===== config.mk =====
export PLATFORM = sky130hd
export DESIGN_NAME = wdog_memctl
export DESIGN_NICKNAME = d
export VERILOG_FILES = /design/src/rtl/wdm_pkg.sv /design/src/rtl/wdm_regs.sv /design/src/rtl/wdm_timer.sv /design/src/rtl/wdog_memctl.sv
export SDC_FILE = /design/constraint.sdc
export NUM_CORES = 1
export LEC_CHECK = 0
export BUFFER_PORTS_ARGS = -buffer_cell sky130_fd_sc_hd__buf_2
export CAP_MARGIN = 10
export CORE_MARGIN = 4
export CORE_UTILIZATION = 52
export DETAILED_ROUTE_END_ITERATION = 16
export PLACE_DENSITY = 0.78
export SYNTH_ARGS = -nofsm -noshare
export SYNTH_HDL_FRONTEND = slang
export SYNTH_SLANG_ARGS = --single-unit

===== constraint.sdc =====
create_clock -name clk -period 3.8 [get_ports clk]
set_input_delay 0.57 -clock clk [delete_from_list [all_inputs] [get_ports clk]]
set_output_delay 0.57 -clock clk [all_outputs]
set_load 0.02 [all_outputs]

===== src/rtl/wdm_pkg.sv =====
package wdm_pkg;

    typedef enum logic [1:0] {
        WD_OFF  = 2'd0,
        WD_RUN  = 2'd1,
        WD_BITE = 2'd2
    } wd_state_t;

    // bit positions of the control byte, fixed by software's view
    localparam int unsigned B_EN    = 0;
    localparam int unsigned B_KICK  = 1;
    localparam int unsigned B_BANK  = 2;
    localparam int unsigned B_SEL   = 3;
    localparam int unsigned B_WEN   = 4;
    localparam int unsigned B_PS_LO = 5;
    localparam int unsigned PS_W    = 3;

    typedef struct packed {
        logic [PS_W-1:0] presc;
        logic            ee_wen;
        logic            ee_sel;
        logic            dp_bank;
        logic            kick;
        logic            wd_en;
    } ctl_t;

endpackage


===== src/rtl/wdm_regs.sv =====
module wdm_regs
    import wdm_pkg::*;
#(
    parameter logic [7:0] REG_ADDR = 8'h96
) (
    input  logic            clk,
    input  logic            rst_n,
    input  logic [7:0]      bus_addr,
    input  logic            bus_we,
    input  logic [7:0]      bus_wdata,
    input  logic            cyc_stb,
    input  logic            ee_busy,
    output logic [7:0]      bus_rdata,
    output logic [PS_W-1:0] presc,
    output logic            wd_en,
    output logic            ee_wen,
    output logic            ee_sel,
    output logic            dp_bank,
    output logic            restart
);

    ctl_t ctl_q;
    logic hit;
    logic wr_hit;
    logic ps_change;
    logic kick_wr;

    assign hit       = (bus_addr == REG_ADDR);
    assign wr_hit    = hit && bus_we;
    assign kick_wr   = wr_hit && bus_wdata[B_KICK];
    assign ps_change = wr_hit && (bus_wdata[B_PS_LO +: PS_W] != ctl_q.presc);
    assign restart   = kick_wr || ps_change;

    always_ff @(posedge clk or negedge rst_n) begin
        if (!rst_n) begin
            ctl_q <= '0;
        end else begin
            if (wr_hit) begin
                ctl_q.presc   <= bus_wdata[B_PS_LO +: PS_W];
                ctl_q.ee_wen  <= bus_wdata[B_WEN];
                ctl_q.ee_sel  <= bus_wdata[B_SEL];
                ctl_q.dp_bank <= bus_wdata[B_BANK];
                ctl_q.wd_en   <= bus_wdata[B_EN];
            end
            if (kick_wr) begin
                ctl_q.kick <= 1'b1;
            end else if (cyc_stb) begin
                ctl_q.kick <= 1'b0;
            end
        end
    end

    always_comb begin
        bus_rdata = 8'h00;
        if (hit) begin
            bus_rdata[B_PS_LO +: PS_W] = ctl_q.presc;
            bus_rdata[B_WEN]           = ctl_q.ee_wen;
            bus_rdata[B_SEL]           = ctl_q.ee_sel;
            bus_rdata[B_BANK]          = ctl_q.dp_bank;
            bus_rdata[B_KICK]          = ~ee_busy;
            bus_rdata[B_EN]            = ctl_q.wd_en;
        end
    end

    assign presc   = ctl_q.presc;
    assign wd_en   = ctl_q.wd_en;
    assign ee_wen  = ctl_q.ee_wen;
    assign ee_sel  = ctl_q.ee_sel;
    assign dp_bank = ctl_q.dp_bank;

    AST_MISS_NO_CHANGE: assert property (@(posedge clk) disable iff (!rst_n)
        (bus_we && !hit) |=> ({presc, ee_wen, ee_sel, dp_bank, wd_en} ==
                              $past({presc, ee_wen, ee_sel, dp_bank, wd_en})));

    AST_KICK_SELF_CLEARS: assert property (@(posedge clk) disable iff (!rst_n)
        (ctl_q.kick && cyc_stb && !kick_wr) |=> !ctl_q.kick);

endmodule


===== src/rtl/wdm_timer.sv =====
module wdm_timer
    import wdm_pkg::*;
#(
    parameter int unsigned BASE_TICKS = 16
) (
    input  logic            clk,
    input  logic            rst_n,
    input  logic            wd_en,
    input  logic [PS_W-1:0] presc,
    input  logic            restart,
    input  logic            tick_en,
    output logic            wdt_rst
);

    localparam int unsigned MAX_SHIFT = (1 << PS_W) - 1;
    localparam int unsigned CNT_W     = $clog2(BASE_TICKS + 1) + MAX_SHIFT;

    wd_state_t        state_q, state_d;
    logic [CNT_W-1:0] cnt_q, cnt_d;
    logic [CNT_W-1:0] limit;
    logic             at_end;

    assign limit  = CNT_W'(BASE_TICKS) << presc;
    assign at_end = tick_en && (cnt_q >= limit - CNT_W'(1));

    always_comb begin
        state_d = state_q;
        unique case (state_q)
            WD_OFF:  if (wd_en) state_d = WD_RUN;
            WD_RUN: begin
                if (!wd_en)       state_d = WD_OFF;
                else if (restart) state_d = WD_RUN;
                else if (at_end)  state_d = WD_BITE;
            end
            WD_BITE: state_d = wd_en ? WD_RUN : WD_OFF;
            default: state_d = WD_OFF;
        endcase
    end

    always_comb begin
        cnt_d = cnt_q;
        unique case (state_q)
            WD_RUN: begin
                if (!wd_en || restart || at_end) cnt_d = '0;
                else if (tick_en)                cnt_d = cnt_q + CNT_W'(1);
            end
            default: cnt_d = '0;
        endcase
    end

    always_ff @(posedge clk or negedge rst_n) begin
        if (!rst_n) begin
            state_q <= WD_OFF;
            cnt_q   <= '0;
        end else begin
            state_q <= state_d;
            cnt_q   <= cnt_d;
        end
    end

    always_comb begin
        wdt_rst = (state_q == WD_BITE);
    end

    AST_BITE_ONE_CYCLE: assert property (@(posedge clk) disable iff (!rst_n)
        wdt_rst |=> !wdt_rst);

    AST_BITE_AT_LIMIT: assert property (@(posedge clk) disable iff (!rst_n)
        $rose(wdt_rst) |-> ($past(cnt_q) == $past(limit) - CNT_W'(1)));

    AST_OFF_HOLDS_ZERO: assert property (@(posedge clk) disable iff (!rst_n)
        (!wd_en && $past(!wd_en)) |-> (cnt_q == '0 && !wdt_rst));

    AST_RESTART_ZERO: assert property (@(posedge clk) disable iff (!rst_n)
        (state_q == WD_RUN && wd_en && restart) |=> (cnt_q == '0 && !wdt_rst));

endmodule


===== src/rtl/wdog_memctl.sv =====
module wdog_memctl
    import wdm_pkg::*;
#(
    parameter logic [7:0]  REG_ADDR   = 8'h96,
    parameter int unsigned BASE_TICKS = 16
) (
    input  logic       clk,
    input  logic       rst_n,
    input  logic [7:0] bus_addr,
    input  logic       bus_we,
    input  logic [7:0] bus_wdata,
    output logic [7:0] bus_rdata,
    input  logic       cyc_stb,
    input  logic       ee_busy,
    input  logic       tick_en,
    output logic       wdt_rst_o,
    output logic       ee_sel_o,
    output logic       ee_wen_o,
    output logic       dp_bank_o
);

    logic [PS_W-1:0] presc;
    logic            wd_en;
    logic            restart;

    wdm_regs #(.REG_ADDR(REG_ADDR)) u_regs (
        .clk       (clk),
        .rst_n     (rst_n),
        .bus_addr  (bus_addr),
        .bus_we    (bus_we),
        .bus_wdata (bus_wdata),
        .cyc_stb   (cyc_stb),
        .ee_busy   (ee_busy),
        .bus_rdata (bus_rdata),
        .presc     (presc),
        .wd_en     (wd_en),
        .ee_wen    (ee_wen_o),
        .ee_sel    (ee_sel_o),
        .dp_bank   (dp_bank_o),
        .restart   (restart)
    );

    wdm_timer #(.BASE_TICKS(BASE_TICKS)) u_timer (
        .clk     (clk),
        .rst_n   (rst_n),
        .wd_en   (wd_en),
        .presc   (presc),
        .restart (restart),
        .tick_en (tick_en),
        .wdt_rst (wdt_rst_o)
    );

    AST_LEVELS_FOLLOW_WRITE: assert property (@(posedge clk) disable iff (!rst_n)
        (bus_we && bus_addr == REG_ADDR) |=>
        ({ee_wen_o, ee_sel_o, dp_bank_o} == $past(bus_wdata[4:2])));

endmodule


==> metrics.txt, run 1 <==
# TYPE chip_impl_metric gauge
chip_impl_metric{name="drive_above_1_share",unit=""} 0.256
chip_impl_metric{name="placement_rows",unit=""} 18
chip_impl_metric{name="post_cts.resized_instances",unit=""} 0
chip_impl_metric{name="cts.reportedPaths.clkPinSlew",unit="ns"} 0.12
chip_impl_metric{name="synth_edf_count",unit=""} 0
chip_impl_metric{name="power.leakage",unit="uW"} 0.000783
chip_impl_info{name="netlist.top_cell.by_area",value="dfrtp_1"} 1
chip_impl_info{name="outcome",value="completed"} 1
chip_impl_metric{name="drt_pre_antenna_iters",unit=""} 4
chip_impl_metric{name="crit_required",unit="ns"} 4.01
chip_impl_metric{name="portBuffers",unit=""} 32
chip_impl_metric{name="worst_r2r_path_depth",unit=""} 5
chip_impl_metric{name="detail-route-antenna-nets",unit=""} 0
chip_impl_metric{name="grt_pass1_wl",unit="mm"} 5.01
chip_impl_metric{name="areaGrowthSynthToFinish",unit="%"} 14.2
chip_impl_metric{name="worstPathArrival",unit="ns"} 2.48
chip_impl_metric{name="post-place-ws",unit="ns"} 1.28
chip_impl_metric{name="synth_fp_nets",unit=""} 173
chip_impl_metric{name="timing_hold_violations_final",unit=""} 0
chip_impl_metric{name="grt_util_all_layers",unit=""} 0.182
chip_impl_metric{name="setup_total_negative_slack",unit="ns"} 0
chip_impl_info{name="worst_setup_path_end_kind",value="register"} 1
chip_impl_metric{name="final_nets",unit=""} 204
chip_impl_metric{name="synth_top_cell_area_share",unit=""} 0.384
chip_impl_metric{name="numClockSinks",unit=""} 21
chip_impl_info{name="cp-start-kind",value="register"} 1
chip_impl_metric{name="post_synth_instance_area",unit="sq mm"} 0.00137
chip_impl_metric{name="postLayoutCoreUtil",unit=""} 0.625
chip_impl_info{name="cts_tree",value="yes"} 1
chip_impl_metric{name="fin_crit",unit="ns"} 2.27
chip_impl_info{name="synth_ff_type",value="dfrtp_1"} 1
chip_impl_metric{name="detail_route.drc_violations",unit=""} 0
chip_impl_metric{name="wire_per_inst",unit="um"} 14.9
chip_impl_metric{name="overflow_after_grt",unit=""} 0
chip_impl_metric{name="antenna_found_initial",unit=""} 0
chip_impl_metric{name="cts_hold_repair.buffers",unit=""} 0
chip_impl_metric{name="num_vias",unit=""} 1227
chip_impl_metric{name="worst_ir_drop_vdd",unit="mV"} 0.251
chip_impl_metric{name="grt_max_degree",unit=""} 23
chip_impl_metric{name="dp.final_hpwl",unit="mm"} 2.39
chip_impl_metric{name="final_layout_fill_cell_count",unit=""} 204
chip_impl_metric{name="design.portCount",unit=""} 34
chip_impl_info{name="synth_area_leaders",value="dfrtp_1 (38%), ha_1 (8.2%), a211oi_1 (5.5%), mux2_2 (4.1%), and3_1 (3.7%)"} 1
chip_impl_metric{name="slew_violations",unit=""} 0
chip_impl_metric{name="power.share.sequential",unit=""} 0.610
chip_impl_info{name="rr_endpoint",value="u_timer.cnt_q[7]"} 1
chip_impl_metric{name="die_footprint",unit="sq mm"} 0.00351
chip_impl_metric{name="power_density",unit="mW/mm^2"} 246
chip_impl_metric{name="clkLatencyLatePin",unit="ns"} 0.30
chip_impl_metric{name="dpl.cell_count",unit=""} 198
chip_impl_info{name="regToRegStartpoint",value="u_regs.presc[2]"} 1
chip_impl_info{name="root_buffer",value="clkbuf_4"} 1
chip_impl_metric{name="core",unit="sq mm"} 0.00250
chip_impl_metric{name="cts_post_setup_buffers_inserted",unit=""} 0
chip_impl_metric{name="first_global_vias",unit=""} 1150
chip_impl_metric{name="p_clk_frac",unit=""} 0.282
chip_impl_metric{name="critical_path.max_fanout",unit=""} 22
chip_impl_metric{name="gp_congestion",unit=""} 0.842
chip_impl_metric{name="route.final.wire_length",unit="mm"} 3.01
chip_impl_metric{name="num_antenna_cells",unit=""} 0
chip_impl_metric{name="layout_worst_path_cycle_share",unit=""} 0.596
chip_impl_metric{name="timing.final.setup_violations",unit=""} 0
chip_impl_metric{name="slew-limit-headroom",unit=""} 0.620
chip_impl_metric{name="maxClockFrequency",unit="MHz"} 441
chip_impl_metric{name="multiInputGateArea",unit="sq um"} 790
chip_impl_metric{name="initialDrtViolationCount",unit=""} 32
chip_impl_metric{name="seq_area",unit="sq um"} 526
chip_impl_metric{name="numCtsBuffers",unit=""} 3
chip_impl_metric{name="async_reset_ff_frac",unit=""} 1.00
chip_impl_metric{name="synthDistinctLibCells",unit=""} 35
chip_impl_metric{name="postSynthAreaPerCell",unit="sq um"} 9.63
chip_impl_metric{name="cts_max_path_buffers",unit=""} 2
chip_impl_metric{name="power_switching_share",unit=""} 0.250
chip_impl_metric{name="fp.dieW",unit="um"} 59.3
chip_impl_metric{name="ys_ff_latch",unit=""} 21
chip_impl_info{name="grt_setup_unrepaired",value="no"} 1
chip_impl_metric{name="effective_utilization_at_floorplan",unit=""} 0.547
chip_impl_info{name="hp-class",value="primary input to async pin"} 1
chip_impl_info{name="type_of_the_setup_path_with_the_least_slack",value="register to register"} 1
chip_impl_metric{name="power_share_of_the_combinational_group",unit=""} 0.108
chip_impl_metric{name="die_height",unit="um"} 59.3
chip_impl_metric{name="ys.warnings.count",unit=""} 0
chip_impl_metric{name="power.internal",unit="uW"} 288
chip_impl_metric{name="synth_seq_area_share",unit=""} 0.384
chip_impl_metric{name="transition_at_the_pin_with_the_smallest_max_transition_slack",unit="ns"} 0.565
chip_impl_metric{name="power.switching",unit="uW"} 95.8
chip_impl_metric{name="worst-r2r-setup-slack",unit="ns"} 1.53
chip_impl_metric{name="cts_max_level",unit=""} 1
chip_impl_metric{name="power",unit="uW"} 383
chip_impl_metric{name="vias_per_cell",unit=""} 6.07
chip_impl_metric{name="fin_ws",unit="ns"} 1.53
chip_impl_metric{name="finalNonFillerCells",unit=""} 202
chip_impl_metric{name="netlist_instances",unit=""} 142
chip_impl_metric{name="maximum_capacitance_violations",unit=""} 0
chip_impl_metric{name="finalClockSkew",unit="ns"} 0.00754
==> logic make-up (layout without fill, tap and decap cells) <==
logic type	Yosys count	count (layout)	share of synthesized area
multiplexers	5	5	0.0412
flip-flops	21	21	0.384
buffers and inverters	11	41	0.0384
XOR/XNOR	3	3	0.0192
other	1	1	0.00274
adder cells (fa/ha/maj)	9	9	0.0823
AND/OR/NAND/NOR	56	56	0.253
AO/OA/AOI/OAI	36	36	0.179
==> per-stage QoR <==
step                      hold WS (ns)  instance area (sq um)
after floorplan                  0.274                   1370
after global placement           0.504                   1540
after detailed placement         0.511                   1540
after CTS                        0.208                   1560
after global routing             0.220                   1560
final                            0.202                   1560
==> worst max-delay path, stage by stage, from the launching register on <==
cell and delay (ns):
dfrtp_1 0.48, xor2_1 0.20, nor4_1 0.53, o211a_1 0.55, o21ai_0 0.18, a211oi_1 0.23
==> power groups by stage <==
stage	combinational, uW	sequential (uW)	clock [uW]
final	41.3	234	108
after global routing	46.9	235	124
after CTS	41.9	234	115
after detailed placement	41.7	238	0
after global placement	39.4	238	0
after floorplan	21.6	237	0
==> Yosys cell counts (all sizes together) (2+ instances only) <==
| cell | n |
|---|---|
| dfrtp | 21 |
| nand2 | 12 |
| a211oi | 10 |
| o21ai | 10 |
| ha | 9 |
| and3 | 8 |
| nand3 | 8 |
| or3 | 6 |
| mux2 | 5 |
| buf | 4 |
| inv | 4 |
| nand4 | 4 |
| o31ai | 4 |
| a21o | 3 |
| clkbuf | 3 |
| nor2 | 3 |
| nor3 | 3 |
| or4 | 3 |
| xor2 | 3 |
| a21oi | 2 |
| and4bb | 2 |
| nand4bb | 2 |
| nor2b | 2 |
| nor4 | 2 |
| o21a | 2 |
==> cell usage in the layout (no fill, tap or decap), types with 4 or more instances in the layout <==
cell type,netlist,final
o31ai_1,4,4
a211oi_1,10,10
or3_1,6,6
and3_1,8,8
buf_2,3,32
nand4_1,4,4
nand3_1,7,7
mux2_2,5,5
dfrtp_1,21,21
o21ai_0,10,10
nand2_1,12,12
inv_1,4,4
ha_1,9,9
==> flip-flops by register name, indices dropped and copies added (netlist names) <==
register,count
u_regs.dp_bank,1
u_regs.wd_en,1
u_timer.state_q,2
u_regs.presc,3
u_regs.ee_sel,1
u_timer.cnt_q,12
u_regs.ee_wen,1
==> worst max path at each step <==
stage	startpoint	to	slack [ns]	cells past startpoint
floorplan	bus_addr[3]	u_timer.cnt_q[10]	1.63	6
global placement	bus_addr[6]	u_timer.cnt_q[11]	1.31	6
detailed placement	bus_addr[6]	u_timer.cnt_q[11]	1.28	6
CTS	u_regs.presc[2]	u_timer.cnt_q[7]	1.53	5
global route	u_regs.presc[2]	u_timer.cnt_q[7]	1.37	5
finish	u_regs.presc[2]	u_timer.cnt_q[7]	1.53	5
==> layout make-up <==
cell class                 instances  area share
multi-input combinational        110       0.506
sequential                        21       0.337
timing repair buffer              33       0.107
tap                               30      0.0240
clock buffer                       4      0.0168
inverter                           4     0.00962
==> metal layers <==
layer / global-route usage / up-vias / routed length [um]
met5: 0 / - / 0
met4: 0.0453 / 0 / 28
met3: 0.0261 / 6 / 77
met2: 0.301 / 26 / 1580
met1: 0.249 / 591 / 1320
li1: - / 604 / -
Power figures use the tool's default switching activity.
==> inputs of run 2 (changes only) <==
==> constraint.sdc (replaced) <==
create_clock -name clk -period 2.25 [get_ports clk]
set_input_delay 0.3375 -clock clk [delete_from_list [all_inputs] [get_ports clk]]
set_output_delay 0.3375 -clock clk [all_outputs]
set_load 0.02 [all_outputs]
==> metrics.txt, run 2 (same netlist as run 1, synthesis figures left out) <==
# TYPE chip_impl_metric gauge
chip_impl_metric{name="fp.dieW",unit="um"} 59.3
chip_impl_metric{name="route.met3.wl",unit="um"} 109
chip_impl_metric{name="antenna_found_initial",unit=""} 0
chip_impl_metric{name="power_density",unit="mW/mm^2"} 404
chip_impl_metric{name="effective_utilization_at_floorplan",unit=""} 0.547
chip_impl_metric{name="die_footprint",unit="sq mm"} 0.00351
chip_impl_metric{name="largest_register_ffs",unit=""} 12
chip_impl_metric{name="wire_per_inst",unit="um"} 15.3
chip_impl_metric{name="detail_route.drc_violations",unit=""} 0
chip_impl_metric{name="worstPathArrival",unit="ns"} 2.32
chip_impl_metric{name="timing_hold_violations_final",unit=""} 0
chip_impl_metric{name="placement_rows",unit=""} 18
chip_impl_metric{name="detail-route-antenna-nets",unit=""} 0
chip_impl_metric{name="crit_path_max_incr_delay",unit="ns"} 0.54
chip_impl_metric{name="initialDrtViolationCount",unit=""} 53
chip_impl_info{name="root_buffer",value="clkbuf_4"} 1
chip_impl_info{name="largest_register",value="u_timer.cnt_q"} 1
chip_impl_metric{name="num_antenna_cells",unit=""} 0
chip_impl_metric{name="seq_area",unit="sq um"} 526
chip_impl_metric{name="maxClockFrequency",unit="MHz"} 475
chip_impl_metric{name="cts_post_setup_buffers_inserted",unit=""} 0
chip_impl_metric{name="dpl.cell_count",unit=""} 203
chip_impl_info{name="cts_tree",value="yes"} 1
chip_impl_metric{name="finalHoldWorstSlack",unit="ns"} 0.244
chip_impl_metric{name="finalClockSkew",unit="ns"} 0.00764
chip_impl_metric{name="finalNonFillerCells",unit=""} 208
chip_impl_metric{name="num_vias",unit=""} 1235
chip_impl_info{name="worst_setup_path_end_kind",value="register"} 1
chip_impl_metric{name="maximum_capacitance_violations",unit=""} 0
chip_impl_info{name="most-common-layout-cells",value="buf_2 (32), dfrtp_1 (21), nand2_1 (12), o21ai_0 (10), a211oi_1 (10)"} 1
chip_impl_info{name="outcome",value="completed"} 1
chip_impl_metric{name="critical_path.max_fanout",unit=""} 11
chip_impl_metric{name="numCtsBuffers",unit=""} 3
chip_impl_info{name="cp-start-kind",value="register"} 1
chip_impl_info{name="highest-signal-layer",value="met4"} 1
chip_impl_info{name="most_common_library_cell_in_the_layout_ignoring_fill_and_taps",value="buf_2"} 1
chip_impl_metric{name="power.leakage",unit="uW"} 0.000806
chip_impl_info{name="grt_setup_unrepaired",value="no"} 1
chip_impl_metric{name="worst_ir_drop_vdd",unit="mV"} 0.404
chip_impl_metric{name="grt_util_all_layers",unit=""} 0.201
chip_impl_metric{name="portBuffers",unit=""} 32
chip_impl_metric{name="slew_violations",unit=""} 0
chip_impl_info{name="crit_path_top_delay_cell",value="or4_1"} 1
chip_impl_metric{name="overflow_after_grt",unit=""} 0
chip_impl_metric{name="cts.reportedPaths.clkPinSlew",unit="ns"} 0.12
chip_impl_info{name="biggestRegsByFlops",value="u_timer.cnt_q: 12 flops, u_regs.presc: 3 flops, u_timer.state_q: 2 flops"} 1
chip_impl_metric{name="setup_total_negative_slack",unit="ns"} 0
chip_impl_metric{name="first_global_vias",unit=""} 1287
chip_impl_metric{name="layout_worst_path_cycle_share",unit=""} 0.936
chip_impl_metric{name="multiInputGateArea",unit="sq um"} 791
chip_impl_metric{name="drt_pre_antenna_iters",unit=""} 4
chip_impl_metric{name="design.portCount",unit=""} 34
chip_impl_metric{name="grt_max_degree",unit=""} 22
chip_impl_info{name="cell_by_cell_trace_of_the_critical_path",value="xor2_1, nor4_1, buf_4, o211a_2, or4_1, a211oi_1"} 1
chip_impl_metric{name="timing.final.setup_violations",unit=""} 0
chip_impl_info{name="cpLargestDelayFamily",value="simple AND/OR/NAND/NOR gates"} 1
chip_impl_metric{name="vias_per_cell",unit=""} 5.94
chip_impl_metric{name="areaGrowthSynthToFinish",unit="%"} 17.7
chip_impl_metric{name="post_route_m1_wl",unit="mm"} 1.35
chip_impl_info{name="type_of_the_setup_path_with_the_least_slack",value="register to register"} 1
chip_impl_metric{name="dp.final_hpwl",unit="mm"} 2.48
chip_impl_metric{name="drive_above_1_share",unit=""} 0.287
chip_impl_metric{name="cts_max_level",unit=""} 1
chip_impl_metric{name="worstPathBufferInverterCount",unit=""} 1
chip_impl_metric{name="crit_required",unit="ns"} 2.46
chip_impl_metric{name="final_nets",unit=""} 210
chip_impl_metric{name="gp_congestion",unit=""} 0.832
chip_impl_metric{name="cts_max_path_buffers",unit=""} 2
chip_impl_metric{name="grt_pass1_wl",unit="mm"} 5.51
chip_impl_metric{name="core",unit="sq mm"} 0.00250
chip_impl_metric{name="clkLatencyLatePin",unit="ns"} 0.31
chip_impl_metric{name="numClockSinks",unit=""} 21
chip_impl_info{name="hp-class",value="primary input to register"} 1
chip_impl_metric{name="die_height",unit="um"} 59.3
chip_impl_metric{name="route.final.wire_length",unit="mm"} 3.18
chip_impl_metric{name="fin_crit",unit="ns"} 2.11
chip_impl_metric{name="final_layout_fill_cell_count",unit=""} 206
chip_impl_metric{name="dr_wl_met2",unit="mm"} 1.69
==> run 2: cell count changes in the layout (fill, tap and decap cells not counted) <==
cell / previous run / this run
o211a_1: 1 / 0
dlygate4sd3_1: 0 / 1
o21a_2: 0 / 1
buf_4: 1 / 6
o21a_1: 2 / 1
o211a_2: 0 / 1
==> run 2: worst reg2reg max path: stages, from the launching register on <==
cell,delay (ns)
dfrtp_1,0.49
xor2_1,0.19
nor4_1,0.08
buf_4,0.14
o211a_2,0.30
or4_1,0.54
a211oi_1,0.26
==> run 2: per-stage QoR <==
step / worst slack (ns) / utilization / cell area [sq um] / power [uW]
after global placement: 0.147 / 0.629 / 1570 / 470
after detailed placement: 0.0904 / 0.629 / 1570 / 475
after floorplan: 0.315 / - / 1370 / 436
after CTS: 0.141 / 0.644 / 1610 / 652
after global routing: 0.0148 / 0.644 / 1610 / 678
final: 0.145 / 0.644 / 1610 / 650
==> run 2: path summary, 6_finish.rpt <==
path                                       from                 to  slack (ns)  cells past startpoint
max in group asynchronous                 rst_n     u_regs.dp_bank        1.42                      2
worst max register to register  u_regs.presc[2]  u_timer.cnt_q[11]        0.14                      6
worst min register to register   u_regs.dp_bank     u_regs.dp_bank        0.54                      1
worst min-delay path               bus_wdata[6]    u_regs.presc[1]        0.24                      3
worst max-delay path            u_regs.presc[2]  u_timer.cnt_q[11]        0.14                      6
min in group asynchronous                 rst_n   u_timer.cnt_q[2]        0.50                      2
==> run 2: timing repair <==
item	CTS	global route
endpoints found under the setup margin	0	5
hold endpoints to repair	21	0
hold buffers	1	0
resized for setup	0	2
==> run 2: power breakdown <==
| part | internal, uW | total [uW] | switching [uW] |
|---|---|---|---|
| Clock | 69.2 | 182 | 112 |
| Sequential | 385 | 395 | 10.3 |
| Combinational | 34.7 | 73.2 | 38.5 |
==> run 2: area by class of cell <==
| cell class | count | area share |
|---|---|---|
| clock buffers | 4 | 0.0163 |
| inverters | 4 | 0.00932 |
| multi-input cells | 110 | 0.491 |
| flip-flops and latches | 21 | 0.326 |
| well taps | 30 | 0.0233 |
| repair buffers | 39 | 0.134 |
==> run 2: routing by layer <==
metal  vias up  GRT usage
met5         -          0
met4         0     0.0647
met3         4     0.0349
met2        29      0.342
met1       586      0.257
li1        616          -
==> inputs of run 3 (changes only) <==
--- a/config.mk
+++ b/config.mk
@@ -7,10 +7,12 @@
 export LEC_CHECK = 0
 export BUFFER_PORTS_ARGS = -buffer_cell sky130_fd_sc_hd__buf_2
 export CAP_MARGIN = 10
+export CELL_PAD_IN_SITES_DETAIL_PLACEMENT = 1
+export CELL_PAD_IN_SITES_GLOBAL_PLACEMENT = 1
 export CORE_MARGIN = 4
-export CORE_UTILIZATION = 52
+export CORE_UTILIZATION = 39
 export DETAILED_ROUTE_END_ITERATION = 16
-export PLACE_DENSITY = 0.78
+export PLACE_DENSITY_LB_ADDON = 0.1
 export SYNTH_ARGS = -nofsm -noshare
 export SYNTH_HDL_FRONTEND = slang
 export SYNTH_SLANG_ARGS = --single-unit
==> metrics.txt, run 3 (same netlist as run 1, synthesis figures left out) <==
# TYPE chip_impl_metric gauge
chip_impl_metric{name="globalRouteMet1Util",unit=""} 0.223
chip_impl_metric{name="detail-route-antenna-nets",unit=""} 0
chip_impl_info{name="rr_endpoint",value="u_timer.cnt_q[3]"} 1
chip_impl_metric{name="effective_utilization_at_floorplan",unit=""} 0.407
chip_impl_metric{name="timing_hold_violations_final",unit=""} 0
chip_impl_metric{name="fin_crit",unit="ns"} 2.13
chip_impl_metric{name="critical_path.max_fanout",unit=""} 12
chip_impl_info{name="biggestRegsByFlops",value="u_timer.cnt_q: 12 flops, u_regs.presc: 3 flops, u_timer.state_q: 2 flops"} 1
chip_impl_metric{name="numClockSinks",unit=""} 21
chip_impl_metric{name="worst_r2r_path_depth",unit=""} 7
chip_impl_info{name="worst_setup_path_end_kind",value="register"} 1
chip_impl_metric{name="maxClockFrequency",unit="MHz"} 469
chip_impl_metric{name="cts.reportedPaths.clkPinSlew",unit="ns"} 0.14
chip_impl_metric{name="portBuffers",unit=""} 32
chip_impl_metric{name="areaGrowthSynthToFinish",unit="%"} 20.3
chip_impl_metric{name="grt_max_degree",unit=""} 22
chip_impl_info{name="hp-class",value="primary input to register"} 1
chip_impl_metric{name="design.portCount",unit=""} 34
chip_impl_metric{name="dp.final_hpwl",unit="mm"} 2.77
chip_impl_metric{name="antenna_found_initial",unit=""} 0
chip_impl_metric{name="post-place-ws",unit="ns"} 0.0162
chip_impl_info{name="type_of_the_setup_path_with_the_least_slack",value="register to register"} 1
chip_impl_metric{name="overflow_after_grt",unit=""} 0
chip_impl_metric{name="grt_util_met2",unit=""} 0.301
chip_impl_metric{name="final_layout_fill_cell_count",unit=""} 431
chip_impl_metric{name="placement_rows",unit=""} 21
chip_impl_metric{name="die_height",unit="um"} 67.2
chip_impl_metric{name="cts_max_path_buffers",unit=""} 2
chip_impl_metric{name="worstPathArrival",unit="ns"} 2.35
chip_impl_metric{name="worst_ir_drop_vdd",unit="mV"} 0.285
chip_impl_metric{name="numCtsBuffers",unit=""} 3
chip_impl_info{name="cts_tree",value="yes"} 1
chip_impl_metric{name="route.final.wire_length",unit="mm"} 3.60
chip_impl_metric{name="timing.final.setup_violations",unit=""} 0
chip_impl_metric{name="maximum_capacitance_violations",unit=""} 0
chip_impl_metric{name="power.leakage",unit="uW"} 0.000806
chip_impl_metric{name="grt_pass1_wl",unit="mm"} 6.09
chip_impl_info{name="setup.worst_path.end",value="u_timer.cnt_q[3]"} 1
chip_impl_metric{name="layout_worst_path_cycle_share",unit=""} 0.947
chip_impl_metric{name="clkLatencyLatePin",unit="ns"} 0.33
chip_impl_metric{name="gp_congestion",unit=""} 0.773
chip_impl_metric{name="vias_per_cell",unit=""} 5.60
chip_impl_info{name="most-common-layout-cells",value="buf_2 (32), dfrtp_1 (20), nand2_1 (12), o21ai_0 (10), a211oi_1 (10)"} 1
chip_impl_metric{name="wire_per_inst",unit="um"} 16.0
chip_impl_info{name="regToRegStartpoint",value="u_regs.presc[2]"} 1
chip_impl_metric{name="detail_route.drc_violations",unit=""} 0
chip_impl_metric{name="postLayoutCoreUtil",unit=""} 0.489
chip_impl_metric{name="die_footprint",unit="sq mm"} 0.00452
chip_impl_metric{name="grt_util_all_layers",unit=""} 0.177
chip_impl_metric{name="use_met3",unit=""} 0.0349
chip_impl_metric{name="cts_max_level",unit=""} 1
chip_impl_metric{name="drt_pre_antenna_iters",unit=""} 4
chip_impl_metric{name="cts_post_setup_buffers_inserted",unit=""} 0
chip_impl_metric{name="core",unit="sq mm"} 0.00336
chip_impl_info{name="outcome",value="completed"} 1
chip_impl_metric{name="slew_violations",unit=""} 0
chip_impl_info{name="grt_setup_unrepaired",value="yes"} 1
chip_impl_metric{name="worst-r2r-setup-slack",unit="ns"} 0.12
chip_impl_metric{name="initialDrtViolationCount",unit=""} 29
chip_impl_info{name="most_common_library_cell_in_the_layout_ignoring_fill_and_taps",value="buf_2"} 1
chip_impl_metric{name="finalClockSkew",unit="ns"} 0.0189
chip_impl_metric{name="num_antenna_cells",unit=""} 0
chip_impl_info{name="cp-startpoint",value="u_regs.presc[2]"} 1
chip_impl_info{name="busiest_layer",value="met2"} 1
chip_impl_metric{name="crit_required",unit="ns"} 2.47
chip_impl_metric{name="largest_register_ffs",unit=""} 12
chip_impl_metric{name="final_nets",unit=""} 210
chip_impl_metric{name="finalInstanceArea",unit="sq mm"} 0.00165
chip_impl_info{name="cp-start-kind",value="register"} 1
chip_impl_info{name="root_buffer",value="clkbuf_4"} 1
chip_impl_metric{name="multiInputGateArea",unit="sq um"} 805
chip_impl_metric{name="num_vias",unit=""} 1255
chip_impl_metric{name="first_global_vias",unit=""} 1325
chip_impl_metric{name="fp.dieW",unit="um"} 67.2
chip_impl_metric{name="dpl-instance-area",unit="sq mm"} 0.00159
chip_impl_metric{name="seq_area",unit="sq um"} 527
chip_impl_metric{name="drive_above_1_share",unit=""} 0.298
chip_impl_metric{name="fin_ws",unit="ns"} 0.119
chip_impl_info{name="largest_register",value="u_timer.cnt_q"} 1
chip_impl_metric{name="power_density",unit="mW/mm^2"} 407
[run 3: area by class of cell]
class	count	share of cell area
clock buffer	4	0.0160
inverter	4	0.00913
multi-input combinational	110	0.489
sequential	21	0.320
tap	46	0.0350
timing repair buffer	39	0.131
[run 3: how the worst min path moves through the flow]
stage,startpoint,end,slack [ns],cells past startpoint
4_1_cts,bus_wdata[6],u_regs.presc[1],0.21,3
5_1_grt,bus_wdata[5],u_regs.presc[0],0.23,3
3_3_place_gp,rst_n,u_timer.cnt_q[2],0.32,1
3_5_place_dp,rst_n,u_timer.cnt_q[2],0.34,1
6_report,bus_wdata[6],u_regs.presc[1],0.23,3
2_1_floorplan,rst_n,u_regs.dp_bank,0.04,0
[run 3: report_power, final]
part / total [uW] / internal (uW) / switching, uW
sequential: 396 / 385 / 10.6
combinational: 76.5 / 35.7 / 40.8
clock: 198 / 69.5 / 128
[run 3: worst max-delay path, stage by stage, from the launching register on]
cell and delay, ns:
dfrtp_1 0.52, nor2_1 0.08, ha_1 0.30, a21o_1 0.19, a41oi_1 0.24, o22ai_1 0.15, o21a_2 0.32, a211oi_1 0.22
[run 3: through the flow]
| stage | setup TNS [ns] | std cells | hold slack (ns) | power (uW) |
|---|---|---|---|---|
| floorplan | 0 | 142 | 0.0419 | 436 |
| detailed placement | 0 | 219 | 0.340 | 477 |
| CTS | 0 | 224 | 0.214 | 683 |
| finish | 0 | 224 | 0.225 | 670 |
| global route | -0.00654 | 224 | 0.228 | 709 |
| global placement | 0 | 219 | 0.323 | 473 |
[run 3: repair_timing]
action	4_1_cts	5_1_grt
gates resized for setup	2	3
endpoints found under the setup margin	4	9
pin swaps	0	0
endpoints found under the hold margin	21	0
hold buffers	1	0
[run 3: layer usage]
metal,share of wire,routed length [um]
met5,0,0
met1,0.45,1610
met4,0.0086,31
met2,0.52,1880
met3,0.018,65
